[src/rtl/eep_ptr_pkg.sv]
// Package: shared types and helpers for the address pointer.
// Assumes: callers pass positive sizes.
package eep_ptr_pkg;

    // Direction of the current transfer, as the protocol engine reports it.
    typedef enum logic {
        DIR_WRITE = 1'b0,
        DIR_READ  = 1'b1
    } dir_e;

    // True when v is a nonzero power of two.
    function automatic bit is_pow2(input int unsigned v);
        return (v != 0) && ((v & (v - 1)) == 0);
    endfunction

endpackage

[src/rtl/eep_ptr_next.sv]
// Module: eep_ptr_next
// Computes the address that follows cur for a single step, as pure logic.
// A read step counts the whole word and wraps at the top of the array.
// A write step counts only the in-page bits and leaves the page row unchanged.
// Assumes: IDX_W >= 1 and IDX_W <= ADDR_W.
module eep_ptr_next
    import eep_ptr_pkg::*;
#(
    parameter int ADDR_W = 10,
    parameter int IDX_W  = 4
) (
    input  logic [ADDR_W-1:0] cur,
    input  dir_e              dir,
    output logic [ADDR_W-1:0] nxt
);

    logic [ADDR_W-1:0] rd_next;
    logic [ADDR_W-1:0] wr_next;
    logic [IDX_W-1:0]  low_inc;

    // Full-width increment; the carry out of the top bit is dropped.
    always_comb rd_next = cur + 1'b1;

    // Increment of the in-page offset alone, modulo the page size.
    always_comb low_inc = cur[IDX_W-1:0] + 1'b1;

    generate
        if (IDX_W == ADDR_W) begin : g_single_page
            // One page spans the whole memory; there are no row bits to keep.
            always_comb wr_next = low_inc;
        end else begin : g_multi_page
            // Keep the row bits and replace the offset.
            always_comb wr_next = {cur[ADDR_W-1:IDX_W], low_inc};
        end
    endgenerate

    // Choose the rule that matches the direction of the transfer.
    always_comb nxt = (dir == DIR_READ) ? rd_next : wr_next;

endmodule

[src/rtl/eep_ptr_reg.sv]
// Module: eep_ptr_reg
// Pointer register with synchronous active-low reset.
// Priority: reset first, then load, then step; otherwise the value is held.
// Assumes: step_val is already the correct next address for a step.
module eep_ptr_reg #(
    parameter int ADDR_W = 10
) (
    input  logic              clk,
    input  logic              rst_n,
    input  logic              ld_en,
    input  logic [ADDR_W-1:0] ld_val,
    input  logic              step,
    input  logic [ADDR_W-1:0] step_val,
    output logic [ADDR_W-1:0] q
);

    // Update the stored address; it is retained whenever nothing is asked.
    always_ff @(posedge clk) begin
        if (!rst_n)     q <= '0;
        else if (ld_en) q <= ld_val;
        else if (step)  q <= step_val;
    end

endmodule

[src/rtl/eep_ptr_top.sv]
// Module: eep_ptr_top
// Byte address pointer of a serial memory. A write step wraps within the
// current page; a read step wraps over the whole memory. The value is kept
// between transactions.
// Assumes: MEM_BYTES and PAGE_BYTES are powers of two and
//          2 <= PAGE_BYTES <= MEM_BYTES.
module eep_ptr_top
    import eep_ptr_pkg::*;
#(
    parameter  int MEM_BYTES  = 1024,
    parameter  int PAGE_BYTES = 16,
    localparam int ADDR_W     = $clog2(MEM_BYTES),
    localparam int IDX_W      = $clog2(PAGE_BYTES)
) (
    input  logic              clk,
    input  logic              rst_n,
    input  logic              ld_en,
    input  logic [ADDR_W-1:0] ld_addr,
    input  logic              step,
    input  logic              rd_mode,
    output logic [ADDR_W-1:0] cur_addr,
    output logic [IDX_W-1:0]  page_idx
);

    // Reject parameter sets the pointer cannot serve.
    generate
        if (!is_pow2(MEM_BYTES) || !is_pow2(PAGE_BYTES) ||
            PAGE_BYTES < 2 || (MEM_BYTES % PAGE_BYTES) != 0) begin : g_bad_cfg
            $error("eep_ptr_top: page size must be a power of two >= 2 dividing the memory size");
        end
    endgenerate

    logic [ADDR_W-1:0] ptr_q;
    logic [ADDR_W-1:0] ptr_step;
    dir_e              dir;

    // Map the mode pin onto the direction type.
    always_comb dir = rd_mode ? DIR_READ : DIR_WRITE;

    eep_ptr_next #(
        .ADDR_W (ADDR_W),
        .IDX_W  (IDX_W)
    ) u_next (
        .cur (ptr_q),
        .dir (dir),
        .nxt (ptr_step)
    );

    eep_ptr_reg #(
        .ADDR_W (ADDR_W)
    ) u_reg (
        .clk      (clk),
        .rst_n    (rst_n),
        .ld_en    (ld_en),
        .ld_val   (ld_addr),
        .step     (step),
        .step_val (ptr_step),
        .q        (ptr_q)
    );

    // Drive the outputs straight from the register.
    always_comb cur_addr = ptr_q;
    always_comb page_idx = ptr_q[IDX_W-1:0];

endmodule

[config.mk]
export PLATFORM = sky130hd
export DESIGN_NAME = eep_ptr_top
export DESIGN_NICKNAME = d
export VERILOG_FILES = /design/src/rtl/eep_ptr_pkg.sv /design/src/rtl/eep_ptr_next.sv /design/src/rtl/eep_ptr_reg.sv /design/src/rtl/eep_ptr_top.sv
export SDC_FILE = /design/constraint.sdc
export NUM_CORES = 1
export LEC_CHECK = 0
export ABC_AREA = 1
export ABC_CLOCK_PERIOD_IN_PS = 1350
export BUFFER_PORTS_ARGS = -buffer_cell sky130_fd_sc_hd__buf_2
export CORE_MARGIN = 4
export CORE_UTILIZATION = 40
export CTS_BUF_LIST = sky130_fd_sc_hd__clkbuf_4
export CTS_CLUSTER_DIAMETER = 30
export DETAILED_ROUTE_END_ITERATION = 16
export PLACE_DENSITY_LB_ADDON = 0.15
export SYNTH_ARGS = -nofsm -noshare
export SYNTH_HDL_FRONTEND = slang
export SYNTH_SLANG_ARGS = --single-unit
[constraint.sdc]
create_clock -name clk -period 1.35 [get_ports clk]
set_clock_uncertainty 0.2 [all_clocks]
set_input_delay 0.0675 -clock clk [delete_from_list [all_inputs] [get_ports clk]]
set_output_delay 0.0675 -clock clk [all_outputs]
set_load 0.005 [all_outputs]
==> metrics.md <==
| Metric | Value |
|---|---|
| Setup TNS Final | `0 ns` |
| Library cells used by synthesis | `20` |
| Final period util | `96.4%` |
| Syn_area_per_cell | `6.30 um2` |
| Setup slack at placement | `0.0263 ns` |
| Clock Path Buffers | `2` |
| CTS root buf | `clkbuf_4` |
| ANT cells | `0` |
| Die Height | `50 um` |
| Routed WL per cell | `11.2 um` |
| First-pass GRT wire length | `3.24 mm` |
| Critical path type | `reg2reg` |
| Avg Vias per Cell | `4.66` |
| Hold/Removal Path Class | `in2reg` |
| Outcome | `finished clean` |
| Crit-path max FO | `4` |
| Dominant cells by area after synthesis | `dfxtp_1, nand2_1, inv_1` |
| Worst slew pin tran | `0.261 ns` |
| CP startpoint kind | `flop` |
| Non-Filler Instances | `180` |
| Post-synth EDFFs | `0` |
| Fin. Hold Viols | `0` |
| Lkg Pwr | `0.508 nW` |
| Routability cong. | `0.810` |
| Yosys top cell by area | `dfxtp_1` |
| Fraction of layout cells with a size suffix above 1 | `33.3%` |
| Initial core utilization | `44.3%` |
| Clock network latency to the later pin of the worst-skew pair | `0.27 ns` |
| Clk sinks | `10` |
| Max Cap Viol | `0` |
| Yosys reg bits | `10` |
| Power Density | `698 nW/um2` |
| Util after Layout | `66.0%` |
| CTS tree | `yes` |
| Final setup viols | `0` |
| Maximum clock rate | `769 MHz` |
| Peak supply drop | `0.353 mV` |
| Global Route Usage Sum | `between 10% and 20%` |
| IO Port Bufs | `28` |
| Worst hold slack | `between 0.01 and 0.015 ns` |
| Syn nets | `128` |
| Register area share after synthesis | `roughly 28%` |
| Core footprint | `~1600 um2` |
| Slew Limit Fails | `0` |
| Nets | `174` |
| Clock transition at path regs | `about 0.06 ns` |
| Antenna Nets Post-Route | `0` |
| Cell Count Post-Placement | `around 160` |
| Die span in x | `50 um` |
| Biggest regs | `u_reg.q x10` |
| P&R area growth vs syn | `49.1%` |
| Die ar. | `2500 um2` |
| Critical R2R Launch | `u_reg.q[1]$_SDFFE_PN0P_` |
| Largest Register | `u_reg.q` |
| Asr flop ratio synth | `0%` |
| Count leader, synth | `nand2_1` |
| Slew headroom | `82.6%` |
| Netlist Area Pre-Place | `approximately 700 um2` |
| Critical Path Start | `u_reg.q[1]$_SDFFE_PN0P_` |
| Initial antenna violation count | `0` |
| H-tree Lvls | `1` |
| Vias in the first global route | `783` |
| Routed vias | `838` |
| Required @ worst endpoint | `around 1.4 ns` |
| Yosys warnings | `0` |
| Hold Startpoint | `ld_en` |
| Synth top area share | `28.4%` |
| Row count | `14` |
| Predominant post-synthesis flop cell | `dfxtp_1` |
| Num ports | `29` |
| Largest net degree at the start of global routing | `11` |
| 1st-iter DRT viols | `17` |
| Critical path capture point type | `flop` |
| Gate Count Post-Synth | `approximately 110` |
| Final worst path period need | `1.30 ns` |
| Post-route DRC violation count | `0` |
| Max FFs per register | `10` |
| Detailed-route wire length | `2.02 mm` |
| Synth cell count leaders | `nand2_1, inv_1, dfxtp_1` |
| Grt total ovfl | `0` |
| RSZ-0062 raised after global routing | `yes` |
| Final setup margin | `roughly 0.049 ns` |
| Hpwl dp | `1.43 mm` |
| WP data arrival | `1.31 ns` |
| DRT Pass-1 Iters | `4` |
| TritonCTS Buffers | `3` |
[timing repair]
action / in CTS / in global routing
endpoints found under the hold margin: 10 / 0
resized for setup: 0 / 9
setup endpoints to repair: 0 / 6
buffers inserted: 0 / 0
hold buffers: 13 / 0
[through the flow]
step	area [um2]	power, mW
floorplan	706	0.427
global placement	876	0.494
detailed placement	876	0.497
CTS	1030	0.732
global route	1050	0.776
finish	1050	0.734
[critical path, stage by stage (launching register included)]
cell and delay, ns:
dfxtp_2 0.35, ha_4 0.14, nand2_2 0.07, nor2_4 0.14, nand2_1 0.07, nand2_1 0.06
nand4_1 0.08, a21oi_1 0.13
[layer usage]
layer | wire length, um | share of wire [%] | GRT usage (%) | vias up
met1 | 919 | 45 | 21.0 | 368
met5 | 0 | 0 | 0 | -
met3 | 115 | 5.7 | 6.33 | 2
met2 | 973 | 48 | 26.7 | 25
met4 | 13 | 0.64 | 5.53 | 0
li1 | - | - | - | 443
[final cells by class]
| class | count | area [um2] |
|---|---|---|
| Tap cell | 24 | 30.0 |
| Timing Repair Buffer | 46 | 308 |
| Fill cell | 150 | 542 |
| Multi-Input combinational cell | 80 | 424 |
| Clock buffer | 3 | 22.5 |
| Sequential cell | 10 | 204 |
| Inverter | 17 | 63.8 |
[placed cells by master, fill, tap and decap left out, drive strengths merged]
cell	synthesis	routed
a21oi	9	9
nand2	34	34
nor2	11	11
xor2	1	1
buf	5	33
clkbuf	0	3
a31oi	1	1
o21ai	8	8
ha	1	1
inv	17	17
nand4	3	3
a21o	1	1
nor3	1	1
nand3	10	10
dfxtp	10	10
dlygate4sd3	0	13
[final timing paths]
check / endpoint / cells after the start / slack [ns]
max: u_reg.q[8]$_SDFFE_PN0P_ / 7 / 0.05
min: u_reg.q[1]$_SDFFE_PN0P_ / 5 / 0.01
max reg2reg: u_reg.q[8]$_SDFFE_PN0P_ / 7 / 0.05
min reg2reg: u_reg.q[9]$_SDFFE_PN0P_ / 4 / 0.38
[power by group]
| group | total, mW | switching [mW] | internal, mW |
|---|---|---|---|
| logic | 0.191 | 0.0934 | 0.0976 |
| clock network | 0.207 | 0.103 | 0.103 |
| registers | 0.337 | 0.0212 | 0.315 |
[kinds of logic after synthesis]
group	after synthesis	synth area share (%)
fa+ha+maj	1	1.77
buf+inv	22	14.4
simple gates	59	39.7
compound gates	19	14.5
xor+xnor	1	1.24
flops	10	28.4
Power figures use the tool's default switching activity.
